--- src/rtl/serial_iq_fmt_pkg.sv ---
package serial_iq_fmt_pkg;

   typedef enum logic [1:0] {
      FMT_SIMUL = 2'd0,
      FMT_SEQ   = 2'd1,
      FMT_REAL  = 2'd2
   } fmt_mode_e;

   // real selection dominates the sequencing bit
   function automatic fmt_mode_e pick_mode(input logic seq_bit, input logic real_bit);
      if (real_bit)
         return FMT_REAL;
      else if (seq_bit)
         return FMT_SEQ;
      else
         return FMT_SIMUL;
   endfunction

endpackage

--- src/rtl/iqf_bit_timer.sv ---
module iqf_bit_timer #(
   parameter int BIT_DIV = 4
) (
   input  logic clk,
   input  logic rst_n,
   input  logic restart,
   input  logic active,
   output logic at_last
);
   localparam int DIV_W = (BIT_DIV > 2) ? $clog2(BIT_DIV) : 1;
   localparam logic [DIV_W-1:0] TOP = DIV_W'(BIT_DIV - 1);

   if (BIT_DIV < 2) begin : g_bad_div
      $error("iqf_bit_timer: BIT_DIV must be at least 2");
   end

   logic [DIV_W-1:0] cnt;

   always_ff @(posedge clk) begin
      if (!rst_n)
         cnt <= '0;
      else if (restart)
         cnt <= '0;
      else if (active)
         cnt <= (cnt == TOP) ? '0 : cnt + 1'b1;
   end

   assign at_last = active && (cnt == TOP);

endmodule

--- src/rtl/iqf_hold_buf.sv ---
module iqf_hold_buf
   import serial_iq_fmt_pkg::*;
#(
   parameter int WORD_W = 16
) (
   input  logic              clk,
   input  logic              rst_n,
   input  logic              wr,
   input  logic [WORD_W-1:0] wr_i,
   input  logic [WORD_W-1:0] wr_q,
   input  fmt_mode_e         wr_mode,
   input  logic              rd,
   output logic              valid,
   output logic [WORD_W-1:0] rd_i,
   output logic [WORD_W-1:0] rd_q,
   output fmt_mode_e         rd_mode
);
   always_ff @(posedge clk) begin
      if (!rst_n) begin
         valid   <= 1'b0;
         rd_i    <= '0;
         rd_q    <= '0;
         rd_mode <= FMT_SIMUL;
      end else if (wr) begin
         // a write wins over a same-cycle read: newest request kept
         valid   <= 1'b1;
         rd_i    <= wr_i;
         rd_q    <= wr_q;
         rd_mode <= wr_mode;
      end else if (rd) begin
         valid   <= 1'b0;
      end
   end

endmodule

--- src/rtl/iqf_shift_lane.sv ---
module iqf_shift_lane #(
   parameter int LEN = 16
) (
   input  logic           clk,
   input  logic           rst_n,
   input  logic           load,
   input  logic [LEN-1:0] load_val,
   input  logic           shift,
   input  logic           clear,
   output logic           msb
);
   if (LEN < 2) begin : g_bad_len
      $error("iqf_shift_lane: LEN must be at least 2");
   end

   logic [LEN-1:0] sh;

   always_ff @(posedge clk) begin
      if (!rst_n)
         sh <= '0;
      else if (load)
         sh <= load_val;
      else if (clear)
         sh <= '0;
      else if (shift)
         sh <= {sh[LEN-2:0], 1'b0};
   end

   assign msb = sh[LEN-1];

endmodule

--- src/rtl/serial_iq_fmt.sv ---
module serial_iq_fmt
   import serial_iq_fmt_pkg::*;
#(
   parameter int WORD_W  = 16,
   parameter int BIT_DIV = 4
) (
   input  logic              clk,
   input  logic              rst_n,
   input  logic              load,
   input  logic [WORD_W-1:0] i_word,
   input  logic [WORD_W-1:0] q_word,
   input  logic              seq_sel,
   input  logic              real_sel,
   output logic              ser_i,
   output logic              ser_q,
   output logic              bit_en,
   output logic              word_strb,
   output logic              busy
);
   localparam int IDX_W = $clog2(2 * WORD_W);
   localparam logic [IDX_W-1:0] LAST_ONE  = IDX_W'(WORD_W - 1);
   localparam logic [IDX_W-1:0] LAST_TWO  = IDX_W'(2 * WORD_W - 1);
   localparam logic [IDX_W-1:0] SECOND_W  = IDX_W'(WORD_W);

   if (WORD_W < 2) begin : g_bad_word
      $error("serial_iq_fmt: WORD_W must be at least 2");
   end

   logic             busy_q;
   logic [IDX_W-1:0] bit_idx;
   fmt_mode_e        mode_q;
   logic             bit_en_q;
   logic             t_last;

   logic             buf_valid;
   logic [WORD_W-1:0] buf_i, buf_q;
   fmt_mode_e        buf_mode;

   logic             end_xfer, advance, take_buf, start_new, start_any, buf_wr;
   logic [WORD_W-1:0] s_i, s_q;
   fmt_mode_e        s_mode, in_mode;
   logic [2*WORD_W-1:0] i_load_val;
   logic [WORD_W-1:0]   q_load_val;
   logic             lane_i_msb, lane_q_msb;

   assign in_mode   = pick_mode(seq_sel, real_sel);
   assign end_xfer  = busy_q && t_last &&
                      (bit_idx == ((mode_q == FMT_SEQ) ? LAST_TWO : LAST_ONE));
   assign advance   = busy_q && t_last && !end_xfer;
   assign take_buf  = end_xfer && buf_valid;
   assign start_new = load && (!busy_q || (end_xfer && !buf_valid));
   assign start_any = take_buf || start_new;
   assign buf_wr    = load && busy_q && !start_new;

   assign s_i    = take_buf ? buf_i    : i_word;
   assign s_q    = take_buf ? buf_q    : q_word;
   assign s_mode = take_buf ? buf_mode : in_mode;

   always_comb begin
      unique case (s_mode)
         FMT_SEQ: begin
            i_load_val = {s_i, s_q};
            q_load_val = '0;
         end
         FMT_REAL: begin
            i_load_val = {s_i, {WORD_W{1'b0}}};
            q_load_val = '0;
         end
         default: begin
            i_load_val = {s_i, {WORD_W{1'b0}}};
            q_load_val = s_q;
         end
      endcase
   end

   iqf_bit_timer #(.BIT_DIV(BIT_DIV)) u_timer (
      .clk     (clk),
      .rst_n   (rst_n),
      .restart (start_any),
      .active  (busy_q),
      .at_last (t_last)
   );

   iqf_hold_buf #(.WORD_W(WORD_W)) u_hold (
      .clk     (clk),
      .rst_n   (rst_n),
      .wr      (buf_wr),
      .wr_i    (i_word),
      .wr_q    (q_word),
      .wr_mode (in_mode),
      .rd      (take_buf),
      .valid   (buf_valid),
      .rd_i    (buf_i),
      .rd_q    (buf_q),
      .rd_mode (buf_mode)
   );

   iqf_shift_lane #(.LEN(2 * WORD_W)) u_lane_i (
      .clk      (clk),
      .rst_n    (rst_n),
      .load     (start_any),
      .load_val (i_load_val),
      .shift    (advance),
      .clear    (end_xfer),
      .msb      (lane_i_msb)
   );

   iqf_shift_lane #(.LEN(WORD_W)) u_lane_q (
      .clk      (clk),
      .rst_n    (rst_n),
      .load     (start_any),
      .load_val (q_load_val),
      .shift    (advance),
      .clear    (end_xfer),
      .msb      (lane_q_msb)
   );

   always_ff @(posedge clk) begin
      if (!rst_n) begin
         busy_q   <= 1'b0;
         bit_idx  <= '0;
         mode_q   <= FMT_SIMUL;
         bit_en_q <= 1'b0;
      end else begin
         bit_en_q <= start_any || advance;
         if (start_any) begin
            busy_q  <= 1'b1;
            bit_idx <= '0;
            mode_q  <= s_mode;
         end else if (end_xfer) begin
            busy_q  <= 1'b0;
         end else if (advance) begin
            bit_idx <= bit_idx + 1'b1;
         end
      end
   end

   assign busy      = busy_q;
   assign bit_en    = bit_en_q;
   assign ser_i     = busy_q && lane_i_msb;
   assign ser_q     = busy_q && lane_q_msb;
   assign word_strb = busy_q &&
                      ((bit_idx == '0) || ((mode_q == FMT_SEQ) && (bit_idx == SECOND_W)));

   // lines quiet whenever no transfer runs
   a_r8_idle_quiet: assert property (@(posedge clk) disable iff (!rst_n)
      !busy |-> (!ser_i && !ser_q && !word_strb && !bit_en));

   // Q line silent outside simultaneous format
   a_r4_q_silent: assert property (@(posedge clk) disable iff (!rst_n)
      (busy_q && mode_q != FMT_SIMUL) |-> !ser_q);

   // enable lasts one clock since BIT_DIV >= 2
   a_r7_bit_en_single: assert property (@(posedge clk) disable iff (!rst_n)
      bit_en |=> !bit_en);

   // data holds within a bit period
   a_r2_hold_bit: assert property (@(posedge clk) disable iff (!rst_n)
      (busy && !bit_en) |-> ($stable(ser_i) && $stable(ser_q)));

   // strobe rises only at a bit start
   a_r6_strobe_at_bit: assert property (@(posedge clk) disable iff (!rst_n)
      $rose(word_strb) |-> bit_en);

   // buffer only fills during a transfer
   a_r9_buf_while_busy: assert property (@(posedge clk) disable iff (!rst_n)
      buf_valid |-> busy_q);

endmodule

--- config.mk ---
export PLATFORM = sky130hd
export DESIGN_NAME = serial_iq_fmt
export DESIGN_NICKNAME = d
export VERILOG_FILES = /design/src/rtl/serial_iq_fmt_pkg.sv /design/src/rtl/iqf_bit_timer.sv /design/src/rtl/iqf_hold_buf.sv /design/src/rtl/iqf_shift_lane.sv /design/src/rtl/serial_iq_fmt.sv
export SDC_FILE = /design/constraint.sdc
export NUM_CORES = 1
export LEC_CHECK = 0
export BUFFER_PORTS_ARGS = -buffer_cell sky130_fd_sc_hd__buf_2
export CORE_MARGIN = 3
export CORE_UTILIZATION = 45
export CTS_BUF_LIST = sky130_fd_sc_hd__clkbuf_4
export DETAILED_ROUTE_END_ITERATION = 7
export GPL_TIMING_DRIVEN = 0
export PLACE_DENSITY_LB_ADDON = 0.3
export SLEW_MARGIN = 20
export SYNTH_ARGS = -nofsm -noshare
export SYNTH_HDL_FRONTEND = slang
export SYNTH_SLANG_ARGS = --single-unit
--- constraint.sdc ---
create_clock -name clk -period 2.8 [get_ports clk]
set_input_delay 0.56 -clock clk [delete_from_list [all_inputs] [get_ports clk]]
set_output_delay 0.56 -clock clk [all_outputs]
set_load 0.02 [all_outputs]
==> metrics.md <==
| Metric | Value |
|---|---|
| TritonCTS clock tree | `built` |
| Port Buffers | `41` |
| Synth Register Bits | `94` |
| H-tree depth | `3` |
| Fin crit period | `2.61 ns` |
| FF+latch area | `0.00188 mm2` |
| Initial antenna violation count | `0` |
| Clock Skew | `0.0271 ns` |
| Hpwl dp | `8.03 mm` |
| Die area | `0.0116 mm2` |
| Ports | `42` |
| R2r setup slk | `between 0.15 and 0.2 ns` |
| Crit path largest cell delay | `0.37 ns` |
| Core area | `slightly below 0.01 mm2` |
| Slew @ Worst Pin | `0.594 ns` |
| Hold Crit Endpoint | `u_hold.rd_i[11]` |
| Gate power share | `12.3%` |
| Seq pwr share | `57.2%` |
| Rows | `36` |
| Clock root buffer | `clkbuf_4` |
| Worst reg-to-reg path cell count | `11` |
| # nets final | `587` |
| Multi-input gate area | `roughly 0.0024 mm2` |
| Status | `finished clean` |
| Die H | `about 110 um` |
| Syn_nets | `around 530` |
| Syn avg cell area | `9.47 um2` |
| Vias per cell | `roughly 5.7` |
| Critical Path Sink Type | `flip-flop` |
| Drt pass-1 iters | `5` |
| Fill count | `between 900 and 1000` |
| Final WL | `11.0 mm` |
| Clk slew on worst S/H paths | `0.17 ns` |
| Crit path required time | `3.14 ns` |
| Critical Path Start Type | `flip-flop` |
| Max Fclk | `383 MHz` |
| Synth-to-layout area growth | `12.2%` |
| Post-synthesis xor/xnor area fraction | `0.886%` |
| Post-Synth Simple-Gate Area | `approximately 14%` |
| Aggregate global-route resource usage | `19.4%` |
| Min-Delay Startpoint | `i_word[11]` |
| Clk Latency, worst-skew pair | `0.46 ns` |
| Routability cong. | `0.840` |
| Wire per inst | `about 16 um` |
| Worst rel slew slack | `60.4%` |
| Number of global-route vias before repair | `3657` |
| Remaining antenna violation count | `0` |
| Sw power | `695 uW` |
| P_int | `1810 uW` |
| RSZ-0062 raised after global routing | `no` |
| Cell count after synthesis | `492` |
| P per Cell Area | `479 mW/mm2` |
| Routed vias | `3903` |
| Net Sw Frac | `27.7%` |
| Longest Clk Path Bufs | `2` |
| Inserted Clock Buffers | `9` |
| Crit Path Category | `reg -> reg` |
| Post-Synth Adder-Cell Area | `under 10%` |
| Largest family of logic cells by synthesized area | `compound AO/OA/AOI/OAI gates` |
| EDFF count, synth | `0` |
| Global-route wire length before repair | `18.0 mm` |
| Netlist cell types | `44` |
| Async SR Flop Fraction | `0%` |
| Arrival time at the worst endpoint | `2.95 ns` |
| Final Util | `52.8%` |
| Tot Pwr | `2510 uW` |
| Reg2reg end | `u_lane_q.sh[0]` |
| Max VDD drop | `about 0.24 mV` |
| Clock Sinks | `94` |
| Slew Viols, Final | `0` |
| Synth Area in Compound Gates | `21.4%` |
| Max_cap viols | `0` |
| # DRC | `0` |
| Pleak | `0.00210 uW` |
| Register area share after synthesis | `40.4%` |
| Die width | `108 um` |
| CP cell instances | `ha_1 -> and3_1 -> buf_2 -> nand4_4 -> buf_4 -> mux2i_2 -> ha_1 -> nand3_1 -> o21ai_0 -> o21ai_0 -> a21boi_0` |
| CP max-delay cell | `dfxtp_2` |
| Antenna cell count | `0` |
| Syn Std Cell Area | `0.00466 mm2` |
| Mux cell area share after synthesis | `between 10% and 20%` |
| Pin count of the biggest net entering global routing | `17` |
| Grt ovf | `0` |
| Hold Path Depth | `3` |
| Fraction of layout instances using a drive strength above 1 | `16.9%` |
| Power share of the clock group | `30.5%` |
| Starting Density | `47.0%` |
| Crit-path max FO | `10` |
| Tcrit/Tclk final | `93.1%` |
| Worst Hold Class | `in -> reg` |
| R2r startpoint | `bit_idx[0]` |
| YS warnings | `0` |
| Count of final setup violators | `0` |
| Endpoints failing hold | `0` |
| Top FF cell, synth | `dfxtp_1` |
| 1st-iter DRT viols | `around 220` |
timing repair:
item	4_1_cts	5_1_grt
hold buffers	0	0
pin swaps	0	1
setup buffers	0	2
gates resized for setup	1	9
setup endpoints to repair	4	7
cloned	0	0
layout by cell type (no fill, tap or decap), drive strengths merged, types with 6 or more instances in the layout:
cell,n
dfxtp,94
mux2i,68
buf,64
nand2,36
nor2b,36
clkbuf,32
o22ai,30
a2bb2oi,29
o21ai,28
inv,26
nand4,21
o211ai,17
a32oi,16
a21oi,9
nor2,6
nand3,6
power by group through the flow:
stage | sequential, uW | combinational [uW] | clock [uW]
final | 1440 | 307 | 764
after global routing | 1440 | 341 | 823
after CTS | 1430 | 307 | 780
after detailed placement | 1460 | 306 | 0
after global placement | 1460 | 296 | 0
after floorplan | 1460 | 215 | 0
through the flow:
stage               cells  instance area, um2  TNS [ns]  hold WS [ns]  worst slack, ns
floorplan             492                4660         0         0.465            0.469
global placement      666                5030         0         0.481           0.0642
CTS                   681                5180         0         0.350           0.0584
global route          683                5230         0         0.377           0.0356
detailed placement    666                5030  -0.00855         0.498         -0.00855
finish                683                5230         0         0.356            0.192
how the worst max path moves through the flow:
| stage | endpoint | slack [ns] | cells past startpoint | from |
|---|---|---|---|---|
| final | u_lane_q.sh[0] | 0.19 | 11 | bit_idx[0] |
| after global routing | u_lane_q.sh[0] | 0.04 | 11 | bit_idx[1] |
| after CTS | u_lane_q.sh[0] | 0.06 | 12 | bit_idx[0] |
| after detailed placement | u_lane_q.sh[0] | -0.009 | 12 | bit_idx[0] |
| after global placement | u_lane_q.sh[12] | 0.06 | 11 | u_timer.cnt[0] |
| after floorplan | u_lane_q.sh[0] | 0.47 | 12 | bit_idx[0] |
cells in the mapped netlist, types with 4 or more instances:
library cell,instances,area share [%]
a21oi_1,8,0.86
mux2i_1,68,15
o21ai_0,28,3.0
nor2b_1,35,4.7
nand4_1,19,2.6
inv_1,24,1.9
buf_4,5,0.81
clkbuf_1,23,1.9
a2bb2oi_1,29,5.5
ha_1,4,1.1
o211ai_1,17,2.7
a32oi_1,16,3.0
nor2_1,5,0.40
o22ai_1,30,4.0
nand3_1,4,0.43
buf_2,9,0.97
nand2_1,36,2.9
dfxtp_1,94,40
cell families after synthesis:
family	count (synthesis)
AO/OA/AOI/OAI	140
AND/OR/NAND/NOR	115
flip-flops	94
buffers and inverters	68
multiplexers	68
adder cells (fa/ha/maj)	4
XOR/XNOR	3
layout make-up:
cell class	count	area share, %
clock buffers	9	1.29
inverters	24	1.72
well taps	133	3.18
multi-input cells	330	46.9
repair buffers	43	4.21
plain buffers	44	5.34
flip-flops and latches	94	36.0
clock inverters	6	1.36
sequential cells by signal, indices dropped and copies added, names as in the netlist:
| name | cells |
|---|---|
| u_hold.rd_i | 16 |
| u_lane_i.sh | 32 |
| mode_q | 2 |
| busy | 1 |
| u_hold.rd_mode | 2 |
| bit_en | 1 |
| u_timer.cnt | 2 |
| bit_idx | 5 |
| u_lane_q.sh | 16 |
| u_hold.rd_q | 16 |
| u_hold.valid | 1 |
worst max-delay path, delay by kind of cell (launching register included):
| family | cells | cell delay [ns] |
|---|---|---|
| fa+ha+maj | 2 | 0.58 |
| buf+inv | 2 | 0.44 |
| mux | 1 | 0.31 |
| flops | 1 | 0.37 |
| simple gates | 3 | 0.47 |
| compound gates | 3 | 0.37 |
routing by layer:
layer,share of wire [%],up-vias,GRT usage [%]
li1,-,1928,-
met4,1.1,0,6.31
met5,0,-,0
met2,48,91,32.8
met1,46,1873,25.1
met3,4.5,11,3.24
Note: power is estimated with default switching activity, not from simulation.
